File: config.mk
export PLATFORM = sky130hd
export DESIGN_NAME = pwr_mode_ctrl
export DESIGN_NICKNAME = d
export VERILOG_FILES = /design/src/rtl/pwr_mode_pkg.sv /design/src/rtl/pwr_wake_eval.sv /design/src/rtl/pwr_mode_fsm.sv /design/src/rtl/pwr_clk_gate.sv /design/src/rtl/pwr_mode_ctrl.sv
export SDC_FILE = /design/constraint.sdc
export NUM_CORES = 1
export LEC_CHECK = 0
export BUFFER_PORTS_ARGS = -buffer_cell sky130_fd_sc_hd__buf_2
export CAP_MARGIN = 40
export CORE_AREA = 2 2 39 41
export DETAILED_ROUTE_END_ITERATION = 8
export DIE_AREA = 0 0 41 43
export HOLD_SLACK_MARGIN = 0.05
export PLACE_DENSITY = 0.56
export SLEW_MARGIN = 5
export SYNTH_ARGS = -nofsm -noshare
export SYNTH_HDL_FRONTEND = slang
export SYNTH_SLANG_ARGS = --single-unit
File: constraint.sdc
create_clock -name clk -period 2.35 [get_ports clk]
set_clock_uncertainty 0.1 [all_clocks]
set_input_delay 0.1175 -clock clk [delete_from_list [all_inputs] [get_ports clk]]
set_output_delay 0.1175 -clock clk [all_outputs]
set_load 0.02 [all_outputs]
File: src/rtl/pwr_mode_pkg.sv
package pwr_mode_pkg;

  localparam int unsigned UNIT_COUNT  = 3;
  localparam int unsigned UNIT_SNOOP  = 0;
  localparam int unsigned UNIT_DCACHE = 1;
  localparam int unsigned UNIT_DEC    = 2;
  localparam int unsigned MODE_W      = 2;

  typedef enum logic [MODE_W-1:0] {
    MODE_FULL  = 2'd0,
    MODE_DOZE  = 2'd1,
    MODE_NAP   = 2'd2,
    MODE_SLEEP = 2'd3
  } pm_mode_e;

  typedef enum logic [2:0] {
    ST_FULL       = 3'd0,
    ST_DOZE       = 3'd1,
    ST_NAP_WAIT   = 3'd2,
    ST_SLEEP_WAIT = 3'd3,
    ST_NAP        = 3'd4,
    ST_SLEEP      = 3'd5
  } pm_state_e;

  typedef struct packed {
    logic ack_lost;
    logic mcheck;
    logic decr;
    logic smint;
    logic extint;
  } wake_vec_t;

  // Which wake sources count in each state.
  function automatic wake_vec_t wake_mask(pm_state_e st);
    wake_vec_t m;
    m = '{ack_lost: 1'b0, mcheck: 1'b1, decr: 1'b1, smint: 1'b1, extint: 1'b1};
    case (st)
      ST_NAP:   m.ack_lost = 1'b1;
      ST_SLEEP: begin
        m.ack_lost = 1'b1;
        m.decr     = 1'b0;
      end
      default: ;
    endcase
    return m;
  endfunction

  function automatic pm_state_e entry_state(pm_mode_e md);
    case (md)
      MODE_DOZE:  return ST_DOZE;
      MODE_NAP:   return ST_NAP_WAIT;
      MODE_SLEEP: return ST_SLEEP_WAIT;
      default:    return ST_FULL;
    endcase
  endfunction

  function automatic pm_mode_e state_mode(pm_state_e st);
    case (st)
      ST_DOZE:  return MODE_DOZE;
      ST_NAP:   return MODE_NAP;
      ST_SLEEP: return MODE_SLEEP;
      default:  return MODE_FULL;
    endcase
  endfunction

  function automatic logic holds_quiesce(pm_state_e st);
    return (st == ST_NAP_WAIT) || (st == ST_SLEEP_WAIT) ||
           (st == ST_NAP) || (st == ST_SLEEP);
  endfunction

  function automatic logic unit_clocked(pm_state_e st, int unsigned u,
                                        logic dpm, logic dem);
    case (st)
      ST_FULL, ST_NAP_WAIT, ST_SLEEP_WAIT: return dpm ? dem : 1'b1;
      ST_DOZE:  return (u == UNIT_DCACHE) ? dem : 1'b1;
      ST_NAP:   return (u == UNIT_DEC);
      default:  return 1'b0;
    endcase
  endfunction

endpackage

File: src/rtl/pwr_wake_eval.sv
module pwr_wake_eval
  import pwr_mode_pkg::*;
(
  input  pm_state_e state,
  input  logic      irq,
  input  logic      smi,
  input  logic      dec_evt,
  input  logic      mcp,
  input  logic      qack,
  output logic      wake_hit
);

  wake_vec_t raw;
  wake_vec_t live;

  always_comb begin
    raw.ack_lost = ~qack;
    raw.mcheck   = mcp;
    raw.decr     = dec_evt;
    raw.smint    = smi;
    raw.extint   = irq;
    live         = raw & wake_mask(state);
  end

  assign wake_hit = |live;

endmodule

File: src/rtl/pwr_mode_fsm.sv
module pwr_mode_fsm
  import pwr_mode_pkg::*;
(
  input  logic              clk,
  input  logic              arst_n,
  input  logic              req_valid,
  input  logic [MODE_W-1:0] req_mode,
  input  logic              qack,
  input  logic              wake_hit,
  output pm_state_e         state,
  output logic              req_accept
);

  pm_state_e nxt;

  assign req_accept = (state == ST_FULL) && req_valid && !wake_hit &&
                      (req_mode != MODE_FULL);

  always_comb begin
    nxt = state;
    case (state)
      ST_FULL:
        if (req_accept) nxt = entry_state(pm_mode_e'(req_mode));
      ST_DOZE, ST_NAP, ST_SLEEP:
        if (wake_hit) nxt = ST_FULL;
      ST_NAP_WAIT:
        if (wake_hit)  nxt = ST_FULL;
        else if (qack) nxt = ST_NAP;
      ST_SLEEP_WAIT:
        if (wake_hit)  nxt = ST_FULL;
        else if (qack) nxt = ST_SLEEP;
      default:
        nxt = ST_FULL;
    endcase
  end

  always_ff @(posedge clk or negedge arst_n) begin
    if (!arst_n) state <= ST_FULL;
    else         state <= nxt;
  end

endmodule

File: src/rtl/pwr_clk_gate.sv
module pwr_clk_gate
  import pwr_mode_pkg::*;
(
  input  pm_state_e             state,
  input  logic                  dpm_en,
  input  logic [UNIT_COUNT-1:0] unit_demand,
  output logic [UNIT_COUNT-1:0] unit_en,
  output logic                  qreq,
  output logic [MODE_W-1:0]     mode_stat
);

  for (genvar u = 0; u < UNIT_COUNT; u++) begin : g_unit
    assign unit_en[u] = unit_clocked(state, u, dpm_en, unit_demand[u]);
  end

  assign qreq      = holds_quiesce(state);
  assign mode_stat = state_mode(state);

endmodule

File: src/rtl/pwr_mode_ctrl.sv
module pwr_mode_ctrl
  import pwr_mode_pkg::*;
(
  input  logic                  clk,
  input  logic                  rst_n,
  input  logic                  soft_rst,
  input  logic                  req_valid,
  input  logic [MODE_W-1:0]     req_mode,
  input  logic                  qack,
  input  logic                  irq,
  input  logic                  smi,
  input  logic                  dec_evt,
  input  logic                  mcp,
  input  logic                  dpm_en,
  input  logic [UNIT_COUNT-1:0] unit_demand,
  output logic [UNIT_COUNT-1:0] unit_en,
  output logic                  qreq,
  output logic [MODE_W-1:0]     mode_stat
);

  logic      arst_n;
  logic      wake_hit;
  logic      req_accept;
  pm_state_e state;

  assign arst_n = rst_n & ~soft_rst;

  pwr_wake_eval u_wake (
    .state   (state),
    .irq     (irq),
    .smi     (smi),
    .dec_evt (dec_evt),
    .mcp     (mcp),
    .qack    (qack),
    .wake_hit(wake_hit)
  );

  pwr_mode_fsm u_fsm (
    .clk       (clk),
    .arst_n    (arst_n),
    .req_valid (req_valid),
    .req_mode  (req_mode),
    .qack      (qack),
    .wake_hit  (wake_hit),
    .state     (state),
    .req_accept(req_accept)
  );

  pwr_clk_gate u_gate (
    .state      (state),
    .dpm_en     (dpm_en),
    .unit_demand(unit_demand),
    .unit_en    (unit_en),
    .qreq       (qreq),
    .mode_stat  (mode_stat)
  );

endmodule

### Yosys cells after proc, flatten, opt, wreduce, memory -nomap -nowiden

Index checks and enable logic that the tools add are counted.

* equal/unequal tests: 12
* multiplexer cells: 17
* bitwise logic cells: 4
* reductions and logical operators: 15

Operators by type and width (number)
* two-way mux 3 bit: 6
* one-hot mux 2 bit (3 select lines): 2
* one-hot mux 3 bit (4 select lines): 1
* equality test 3 x 2 -> 1 bit (second input constant): 2
* equality test 3 bit (second input constant): 2
* != test 3 x 2 -> 1 bit (second input constant): 2
* one-hot mux 1 bit (2 select lines): 3
* OR reduction 3 bit: 2
* AND 5 bit: 1
* two-way mux 1 bit: 5
* OR reduction 5 bit: 1
* equality test 2 bit (second input constant): 2
* AND reduction 4 bit: 1
* OR reduction 2 bit: 2
* equality test 3 x 1 -> 1 bit (second input constant): 1
* logical AND 1 bit: 3
* zero test 3 bit: 1
* logical OR 1 bit: 3
* equality test 2 x 1 -> 1 bit (second input constant): 1
* != test 2 x 1 -> 1 bit (second input constant): 1
* != test 2 bit (second input constant): 1
* inverter 1 bit: 2
* nonzero test 2 bit: 1
* AND 1 bit: 1
* zero test 1 bit: 1

* bits in registers: 3
* input port bits: 15
* output and inout port bits: 6
* logic and storage cells: 49

### Logic depth before layout (Yosys ltp)

* depth in word-level cells: 10
* depth in mapped cells: 4
* mapped depth without buffers: 3

### Hierarchy

From an unflattened synthesis, not the netlist that was laid out.

* cell total of the unflattened synthesis: 32
* area, all modules: 280.3 um^2

Modules (own cells, without submodules)
* pwr_mode_fsm: times used 1, cells an instance 15, area each 170.2 um^2, seq. area each 75.1 um^2
* pwr_clk_gate: times used 1, cells an instance 12, area each 66.3 um^2, seq. area each 0.0 um^2
* pwr_wake_eval: times used 1, cells an instance 4, area each 30.0 um^2, seq. area each 0.0 um^2
* pwr_mode_ctrl: times used 1, cells an instance 1, area each 13.8 um^2, seq. area each 0.0 um^2

### Least setup slack after synthesis

No wires, ideal clock.

* path kind: register -> output
* start: register u_fsm.state[1]
* end: output unit_en[0]
* data arrival time: 1037 ps
* data required time: 2132 ps
* path slack: 1096 ps
* stages on the path, launching flop included: 4
* buffers on the path: 1
* cell sequence: dfrtp_1 > buf_4 > nand2b_4 > a31oi_1

* cells in the longest elaborated chain, start to end: 3
* elaborated cells on any way between the ends: 6
* those cells by class: eq/ne (3); mux (1); reduce/logical (2)

Ends and longest elaborated chain
* from (decl): line pwr_mode_fsm.sv:10 `output pm_state_e state,`
* from (signal assigned): line pwr_mode_fsm.sv:39 `else state <= nxt;`
* equality test 3 x 2 -> 1 bit / zero test 3 bit (equally long branches): line pwr_mode_pkg.sv:73 `case (st)`
* OR reduction 3 bit: line pwr_mode_pkg.sv:73
* one-hot mux 1 bit (2 select lines) (*): line pwr_mode_pkg.sv:73
* to (decl): line pwr_mode_ctrl.sv:16 `output logic [UNIT_COUNT-1:0] unit_en,`

Every way passes the cells marked *; elsewhere a longest branch is shown, timed or not.

### Final worst setup path

* start: register u_fsm.state[1]
* end: output unit_en[2]

* cells in the longest elaborated chain, start to end: 3
* elaborated cells on any way between the ends: 8
* those cells by class: eq/ne (4); mux (1); reduce/logical (3)

Ends and longest elaborated chain (line)
* equality test 3 x 2 -> 1 bit, or another cell as far along: pwr_mode_pkg.sv:73
* OR reduction 3 bit / OR reduction 2 bit (equally long branches)
* one-hot mux 1 bit (2 select lines) (*): pwr_mode_pkg.sv:73

Marks and branches as above.

==> results.toml <==
[status]
status = "finished clean"

[clocking]
cts_setup_buffers = 0
worstSkewPairLatency_ns = 0.23
root_buffer = "clkbuf_4"
htreeDepth = 1
cts_tree = "done"
cts_buffer_depth = 2
cts-buffers-inserted = 3
ctsHoldBuffers = 3
postCtsResizedCells = 0
clk_pin_slew_ns = 0.04
clkSinkCount = 3

[floorplan]
rows = 14
design.core.area_mm2 = 0.00138
die_width_um = 41
initial_core_util_pct = 21.9
die_h_um = 43
io_pins = 21
dieArea_mm2 = 0.00176

[drt]
first_pass_iters = 4
wl_per_cell_um = 9.91
ant_nets = 0
drt-initial-drc-count = 3
routed_via_density = 4.42
vias = 336
wl_um = 753
post-route-drc-count = 0

[logic_synthesis]
synth_top_area_share_pct = 24.8
syn-mean-instance-area_um2 = 8.65
synthSimpleGateAreaFrac_pct = 38.0
synth_area_leader_cell = "dfrtp_1"
yosys.area_share.xor_xnor_pct = 2.89
ys_warn_count = 0
syn_inst = 35
synth_top_family_by_area = "simple AND/OR/NAND/NOR gates"
syn-num-nets = 50
synth.distinct_cells = 24
synth_area_um2 = 303
ys_seq_area_share_pct = 24.8
synth_mux_area_share_pct = 0
ys_seq_elements = 3
synth_area_leaders = "dfrtp_1, nor2_8, a21oi_1, o21ai_0, a311oi_2"
synth_adder_area_share_pct = 0
synth_compound_area_share_pct = 23.1

[grt]
grt_pass1_wl_mm = 1.21
grt_pass1_vias = 297
grtUsageTotal_pct = 10.6
overflow = 0
grt_max_degree = 10
antenna_found_initial = 0

[min_path]
hold_class = "in2reg"

[place]
placed_cell_area_um2 = 404
port_buffers = 20
pre_cts_slack_ns = 0.944
dp_hpwl_um = 587
gp_congestion = 0.699

[critical_path]
critical_path_required_ns = 2.13
crit_type = "reg2out"
critPathArrivalTime_ns = 1.42
cp-start-kind = "register"
worstSetupEndpointType = "output pin"
path_max_fanout = 9

[timing]
relSlewSlack_pct = 70.5
fin_crit_sh_pct = 69.9
max_freq_mhz = 609
finalSetupViolCount = 0
fin_tns_setup_ns = 0
setup_slack_ns = 0.708
fin_crit_ns = 1.64
worst_pin_slew_ns = 0.443
hold_viol_final = 0
rsz0062_at_grt = "no"
slew_violations = 0

[finish]
antennaDiodeCount = 0
fillCellCount = 165
largest_reg_flops = 3
top_regs = "u_fsm.state: 3 flops"
design_area_um2 = 460
area_growth_syn_to_layout_pct = 52.1
regMostFlops = "u_fsm.state"
final_nets = 76
drive_above_1_share_pct = 48.3

[power]
peakVddDrop_v = 0.000189
power_density_mw_per_mm2 = 396
power.leakage_nw = 0.229

[flow_run]
cap_violations = 0
-- synth_stat cells, drive strengths merged --
| master | n |
|---|---|
| a21oi | 3 |
| nor3 | 1 |
| dfrtp | 3 |
| a311oi | 1 |
| nand2b | 1 |
| nand4 | 1 |
| a22oi | 1 |
| buf | 2 |
| or2 | 1 |
| nor4b | 1 |
| nor2 | 4 |
| inv | 4 |
| nand2 | 2 |
| nand3b | 1 |
| and2b | 2 |
| xor2 | 1 |
| nor2b | 1 |
| o41a | 1 |
| o21ai | 3 |
| a31oi | 1 |
-- logic make-up (layout without fill, tap and decap cells) --
family,count (synthesis),in the layout
compound gates,10,10
simple gates,15,15
buf+inv,6,31
flops,3,3
xor+xnor,1,1
-- critical path, stage by stage, from the launching register on --
cell and delay, ns:
dfrtp_1 0.50, nand2b_4 0.21, inv_2 0.04, o41a_1 0.29
buf_2 0.16
-- cell type report --
| cell class | instances | area [um^2] | share of cell area (%) |
|---|---|---|---|
| clock buffers | 4 | 26.3 | 5.71 |
| inverters | 4 | 15.0 | 3.26 |
| multi-input cells | 26 | 194 | 42.1 |
| flip-flops and latches | 3 | 75.1 | 16.3 |
| well taps | 16 | 20.0 | 4.35 |
| repair buffers | 23 | 130 | 28.3 |
-- metal layers --
| metal | vias to the layer above | part of all wire (%) | global-route usage, % |
|---|---|---|---|
| met4 | 0 | 0 | 6.00 |
| met5 | - | 0 | 0 |
| met1 | 147 | 42 | 12.3 |
| met2 | 15 | 48 | 15.3 |
| met3 | 0 | 10 | 4.71 |
| li1 | 174 | - | - |
-- stage by stage --
step	std cells	total power [mW]	utilization (%)	hold slack (ns)
after floorplan	35	0.0717	-	-0.151
after global placement	69	0.0897	29.2	-0.0296
after detailed placement	69	0.0898	29.2	-0.0263
after CTS	76	0.186	33.3	0.0681
after global routing	76	0.196	33.3	0.0878
final	76	0.182	33.3	0.0754
-- placed cells by master, fill, tap and decap left out --
| cell | synthesis | final |
|---|---|---|
| a21oi_1 | 3 | 3 |
| inv_2 | 1 | 1 |
| o21ai_0 | 3 | 3 |
| xor2_1 | 1 | 1 |
| and2b_1 | 1 | 1 |
| a31oi_1 | 1 | 1 |
| nand4_1 | 1 | 1 |
| clkbuf_4 | 0 | 3 |
| inv_1 | 3 | 3 |
| nor2b_1 | 1 | 1 |
| a22oi_1 | 1 | 1 |
| clkbuf_1 | 0 | 1 |
| nor3_1 | 1 | 1 |
| dlygate4sd3_1 | 0 | 3 |
| nor4b_2 | 1 | 1 |
| a311oi_2 | 1 | 1 |
| nand2b_4 | 1 | 1 |
| nand2_1 | 2 | 2 |
| nor2_8 | 1 | 1 |
| nor2_1 | 3 | 3 |
| o41a_1 | 1 | 1 |
| and2b_2 | 1 | 1 |
| or2_1 | 1 | 1 |
| dfrtp_1 | 3 | 3 |
| nand3b_1 | 1 | 1 |
| buf_2 | 0 | 20 |
-- report_power, final --
group	switching [mW]	internal (mW)
clock	0.0262	0.0636
combinational	0.0183	0.0210
sequential	0.000902	0.0523
total	0.0454	0.137
-- path summary, 6_finish.rpt --
kind | cells after the start | startpoint | slack (ns) | endpoint
worst max-delay path | 4 | u_fsm.state[1] | 0.71 | unit_en[2]
worst min-delay path | 4 | mcp | 0.08 | u_fsm.state[2]
worst min register to register | 2 | u_fsm.state[0] | 0.59 | u_fsm.state[0]
min in group asynchronous | 3 | soft_rst | 0.26 | u_fsm.state[2]
worst max register to register | 3 | u_fsm.state[2] | 1.05 | u_fsm.state[0]
max in group asynchronous | 4 | rst_n | 1.21 | u_fsm.state[0]
Power figures use the tool's default switching activity.
